## src/rtl/burst_pkg.sv

```systemverilog
package burst_pkg;

  // Beat ordering, encoded to match the select pin level
  typedef enum logic {
    ORD_LINEAR     = 1'b0,
    ORD_INTERLEAVE = 1'b1
  } order_e;

  localparam order_e ORD_RESET = ORD_INTERLEAVE;

endpackage

```

## src/rtl/burst_map.sv

```systemverilog
module burst_map
  import burst_pkg::*;
#(
  parameter int W = 2
) (
  input  logic [W-1:0] base_i,
  input  logic [W-1:0] beat_i,
  input  order_e       order_i,
  output logic [W-1:0] addr_o,
  output logic         last_o
);

  logic [W-1:0] lin_addr;
  logic [W-1:0] xor_addr;

  // Linear: modular add, carry out dropped
  assign lin_addr = base_i + beat_i;

  // Interleaved: bitwise toggle of the start by the beat index
  for (genvar b = 0; b < W; b++) begin : g_xor
    assign xor_addr[b] = base_i[b] ^ beat_i[b];
  end

  always_comb begin
    if (order_i == ORD_LINEAR) addr_o = lin_addr;
    else                       addr_o = xor_addr;
  end

  assign last_o = &beat_i;

endmodule

```

## src/rtl/burst_ctrl.sv

```systemverilog
module burst_ctrl
  import burst_pkg::*;
#(
  parameter int W = 2
) (
  input  logic         clk,
  input  logic         rst,
  input  logic         load_i,
  input  logic [W-1:0] start_i,
  input  logic         adv_n_i,
  input  logic         lin_n_i,
  output logic [W-1:0] start_q,
  output order_e       order_q,
  output logic [W-1:0] nxt_start,
  output logic [W-1:0] nxt_beat,
  output order_e       nxt_order
);

  logic [W-1:0] beat_q;

  always_comb begin
    nxt_start = start_q;
    nxt_beat  = beat_q;
    nxt_order = order_q;
    if (load_i) begin
      nxt_start = start_i;
      nxt_beat  = '0;
      nxt_order = order_e'(lin_n_i);
    end else if (!adv_n_i) begin
      nxt_beat  = beat_q + W'(1);
    end
  end

  always_ff @(posedge clk) begin
    if (rst) begin
      start_q <= '0;
      beat_q  <= '0;
      order_q <= ORD_RESET;
    end else begin
      start_q <= nxt_start;
      beat_q  <= nxt_beat;
      order_q <= nxt_order;
    end
  end


  beat_hold_chk: assert property (@(posedge clk) disable iff (rst)
    (!load_i && adv_n_i) |=> ($stable(beat_q) && $stable(start_q)));


  order_keep_chk: assert property (@(posedge clk) disable iff (rst)
    !load_i |=> $stable(order_q));

endmodule

```

## src/rtl/burst_addr_gen.sv

```systemverilog
module burst_addr_gen
  import burst_pkg::*;
#(
  parameter int W = 2
) (
  input  logic         clk,
  input  logic         rst,
  input  logic         load_i,
  input  logic [W-1:0] start_i,
  input  logic         adv_n_i,
  input  logic         lin_n_i,
  output logic [W-1:0] addr_o,
  output logic         last_o
);

  logic [W-1:0] start_q;
  order_e       order_q;
  logic [W-1:0] nxt_start;
  logic [W-1:0] nxt_beat;
  order_e       nxt_order;
  logic [W-1:0] map_addr;
  logic         map_last;

  burst_ctrl #(.W(W)) u_ctrl (
    .clk       (clk),
    .rst       (rst),
    .load_i    (load_i),
    .start_i   (start_i),
    .adv_n_i   (adv_n_i),
    .lin_n_i   (lin_n_i),
    .start_q   (start_q),
    .order_q   (order_q),
    .nxt_start (nxt_start),
    .nxt_beat  (nxt_beat),
    .nxt_order (nxt_order)
  );

  burst_map #(.W(W)) u_map (
    .base_i  (nxt_start),
    .beat_i  (nxt_beat),
    .order_i (nxt_order),
    .addr_o  (map_addr),
    .last_o  (map_last)
  );

  // Outputs registered from next-state mapping: no logic after the flops
  always_ff @(posedge clk) begin
    if (rst) begin
      addr_o <= '0;
      last_o <= 1'b0;
    end else begin
      addr_o <= map_addr;
      last_o <= map_last;
    end
  end


  load_take_chk: assert property (@(posedge clk) disable iff (rst)
    load_i |=> (addr_o == $past(start_i)) && !last_o);


  out_hold_chk: assert property (@(posedge clk) disable iff (rst)
    (!load_i && adv_n_i) |=> ($stable(addr_o) && $stable(last_o)));


  wrap_chk: assert property (@(posedge clk) disable iff (rst)
    (last_o && !load_i && !adv_n_i) |=> (!last_o && addr_o == start_q));


  lin_step_chk: assert property (@(posedge clk) disable iff (rst)
    (!load_i && !adv_n_i && order_q == ORD_LINEAR)
      |=> addr_o == W'($past(addr_o) + W'(1)));


  xor_step_chk: assert property (@(posedge clk) disable iff (rst)
    (!load_i && !adv_n_i && order_q == ORD_INTERLEAVE)
      |=> (addr_o ^ start_q) == W'(($past(addr_o) ^ $past(start_q)) + W'(1)));

endmodule

```

## config.mk

```make
export PLATFORM = sky130hd
export DESIGN_NAME = burst_addr_gen
export DESIGN_NICKNAME = d
export VERILOG_FILES = /design/src/rtl/burst_pkg.sv /design/src/rtl/burst_map.sv /design/src/rtl/burst_ctrl.sv /design/src/rtl/burst_addr_gen.sv
export SDC_FILE = /design/constraint.sdc
export NUM_CORES = 1
export LEC_CHECK = 0
export BUFFER_PORTS_ARGS = -buffer_cell sky130_fd_sc_hd__buf_4
export CELL_PAD_IN_SITES_DETAIL_PLACEMENT = 0
export CELL_PAD_IN_SITES_GLOBAL_PLACEMENT = 2
export CORE_MARGIN = 4
export CORE_UTILIZATION = 24
export DETAILED_ROUTE_END_ITERATION = 12
export GPL_TIMING_DRIVEN = 0
export PLACE_DENSITY_LB_ADDON = 0.25
export REMOVE_ABC_BUFFERS = 1
export SLEW_MARGIN = 20
export SYNTH_ARGS = -nofsm -noshare
export SYNTH_HDL_FRONTEND = slang
export SYNTH_HIERARCHICAL = 1
export SYNTH_SLANG_ARGS = --single-unit
```

## constraint.sdc

```tcl
create_clock -name clk -period 1.2 [get_ports clk]
set_input_delay 0.06 -clock clk [delete_from_list [all_inputs] [get_ports clk]]
set_output_delay 0.06 -clock clk [all_outputs]
set_load 0.01 [all_outputs]
```

==> flow_metrics.tcl <==
set metrics [dict create \
    top_usage_layer "met2" \
    critPathSlowestCell "dfxtp_2" \
    synth_seq_cells 8 \
    synth.area.top_cells "dfxtp_1 48%, nor2b_1 13%, xnor2_1 7.9%, mux2_2 6.8%, mux2_4 4.5%" \
    async_flop_share_pct 0 \
    hold_class "in -> reg" \
    portBuffers 9 \
    reg2reg_slack_ns -0.02 \
    reg2reg_depth 6 \
    drt_pass1_iterations 1 \
    reg2reg_from "u_ctrl/beat_q[0]" \
    cp_top_family "XOR/XNOR gates" \
    netlist_area_um2 332 \
    drive_above_1_share_pct 58.5 \
    die-area_um2 2040 \
    drv_slew 0 \
    synthCells 30 \
    placementRows 13 \
    globalplace.congestion 0.638 \
    fin_crit_ns 1.22 \
    cts-root-buf "clkbuf_4" \
    critPathBufInv 0 \
    ir_drop_mv 0.563 \
    worst_pin_slew_ns 0.167 \
    crit_path_max_fanout 2 \
    skew_ns 0.000243 \
    clockBufferDepth 2 \
    crit_type "reg -> reg" \
    synth.distinct_cells 12 \
    violations "setup timing" \
    powerDensity_nw_per_um2 1250 \
    run_status "finished with violations" \
    post-synth-top-area-fraction_pct 48.3 \
    drcViolationCount 0 \
    htreeDepth 1 \
    min_period_over_period_pct 102 \
    cts_setup_buffers 0 \
    clock_latency_ns 0.25 \
    hold_viol 0 \
    numClockSinks 8 \
    cts_tree "yes" \
    synth_edf_count 0 \
    drtAntennaViolNets 0 \
    num_vias 215 \
    wl_um 611 \
    synth_top_area_cell "dfxtp_1" \
    fin_tns_setup_ns -0.0188 \
    min_from "rst" \
    first_global_vias 238 \
    setup.worst_path.start_class "register" \
    met1_usage_pct 6.51 \
    max_slew_margin_pct 88.8 \
    cp.required_ns 1.39 \
    r2r-end "addr_o[1]" \
    setup_viol 1 \
    diodes 0 \
    grt_max_degree 9 \
    hold_path_depth 2 \
    start_util_pct 25.5 \
    dp_slack_ns -0.0636 \
    die_w_um 45.2 \
    numCtsBuffers 3 \
    fill_cells 135 \
    rsz0062_at_grt "yes" \
    cpPeakStageDelay_ns 0.35 \
    ios 10 \
    p_leak_nw 0.187 \
    end_kind "register" \
    fp.dieH_um 45.2 \
    timing.final.ws_setup_ns -0.0188 \
    synth.top_cells.by_count "8 x dfxtp_1, 7 x nor2b_1, 3 x xnor2_1" \
    grtUsageMet3_pct 2.79 \
    synth_ff_type "dfxtp_1" \
    clk_pin_slew_worst_paths_ns 0.06 \
    cp_data_arrival_time_ns 1.41 \
    avgSynthCellArea_um2 11.1 \
    grt_use_total_pct 6.77 \
    wl_per_cell_um 10.9 \
    crit_chain "nor2b_4 -> xnor2_2 -> nor2_2 -> xnor2_1 -> xnor2_1 -> nor2b_1" \
    fmax_mhz 820 \
    grt_overflow 0 \
    drt_iter0_drc 0 \
    avgViaCountPerCell 3.84 \
    grt_pass1_wl_um 910 \
    core_area_um2 1300 \
    hold_end "u_ctrl/start_q[1]" \
    crit_path_frequent_cell "xnor2_1" \
    maxCapViolCount 0 \
    dpl.hpwl_um 407 \
    use_met2_pct 10.5 \
    antenna_found_initial 0 \
    yosys_warnings 6 \
    synth.most_common_cell "dfxtp_1" \
    num-nets-final 51 \
    area_delta_synth_final_pct 41.1 \
    seq_area_frac_synth_pct 48.3 \
]
[registers in the layout, summed over array words and instances (netlist names)]
| signal | flops |
|---|---|
| addr_o | 2 |
| u_ctrl/beat_q | 2 |
| u_ctrl/start_q | 2 |
| last_o | 1 |
| u_ctrl/order_q | 1 |
[routing by layer]
metal	wire [um]	up-vias
met2	325	5
met5	0	-
met4	0	0
met1	250	93
li1	-	117
met3	35	0
[cells by family (layout without fill, tap and decap cells)]
logic type                 count (synthesis)  in the layout  share of synthesized area, %
xor gates and xnor gates                   4              4                          10.6
DFF                                        8              8                          48.3
muxes                                      3              3                          11.3
adders and majority gates                  1              1                          3.77
buffers and inverters                      1             12                          3.40
and+or+nand+nor                           13             13                          22.6
[repair_timing]
item,in CTS,in global routing
pin swaps,3,6
hold buffers,0,0
setup endpoints to repair,1,2
gates resized for setup,4,6
endpoints found under the hold margin,0,0
[through the flow]
stage / total power [mW] / instance area, um2 / instances / hold slack (ns) / util, %
CTS: 0.585 / 440 / 56 / 0.0267 / 33.8
floorplan: 0.332 / 320 / 29 / 0.132 / -
global placement: 0.368 / 407 / 53 / 0.290 / 31.3
global route: 0.604 / 468 / 56 / 0.0357 / 36.0
finish: 0.584 / 468 / 56 / 0.0300 / 36.0
detailed placement: 0.370 / 407 / 53 / 0.299 / 31.3
[worst max-delay path by stage]
stage,from,to,slack [ns],cells past startpoint
2_1_floorplan,u_ctrl/start_q[0],addr_o[1],0.03,5
3_3_place_gp,u_ctrl/beat_q[0],addr_o[1],-0.05,6
3_5_place_dp,u_ctrl/beat_q[0],addr_o[1],-0.06,6
4_1_cts,u_ctrl/beat_q[0],addr_o[1],-0.06,6
5_1_grt,u_ctrl/beat_q[0],addr_o[1],-0.13,6
6_report,u_ctrl/beat_q[0],addr_o[1],-0.02,6
[where the power goes]
group	internal (mW)	switching (mW)	leakage, nW
registers	0.281	0.00501	0.0661
logic	0.0532	0.0370	0.108
clock network	0.115	0.0931	0.0138
total	0.449	0.135	0.187
[cell usage in the layout (no fill, tap or decap)]
cell,n
dfxtp_2,1
xor2_2,1
mux2_2,2
and2_2,1
nor2b_1,5
ha_2,1
xnor2_2,1
or2_1,1
xnor2_1,2
nor2_2,2
nor3_1,2
mux2_4,1
dfxtp_1,7
buf_4,9
clkbuf_4,3
nor2b_4,2
[cell type report]
type	instances	area, um2	area share [%]
Clock buffer	3	22.5	4.81
Multi-Input combinational cell	21	198	42.2
Timing Repair Buffer	9	67.6	14.4
Sequential cell	8	161	34.5
Tap cell	15	18.8	4.01
No activity file was read; power rests on OpenSTA's default activity.
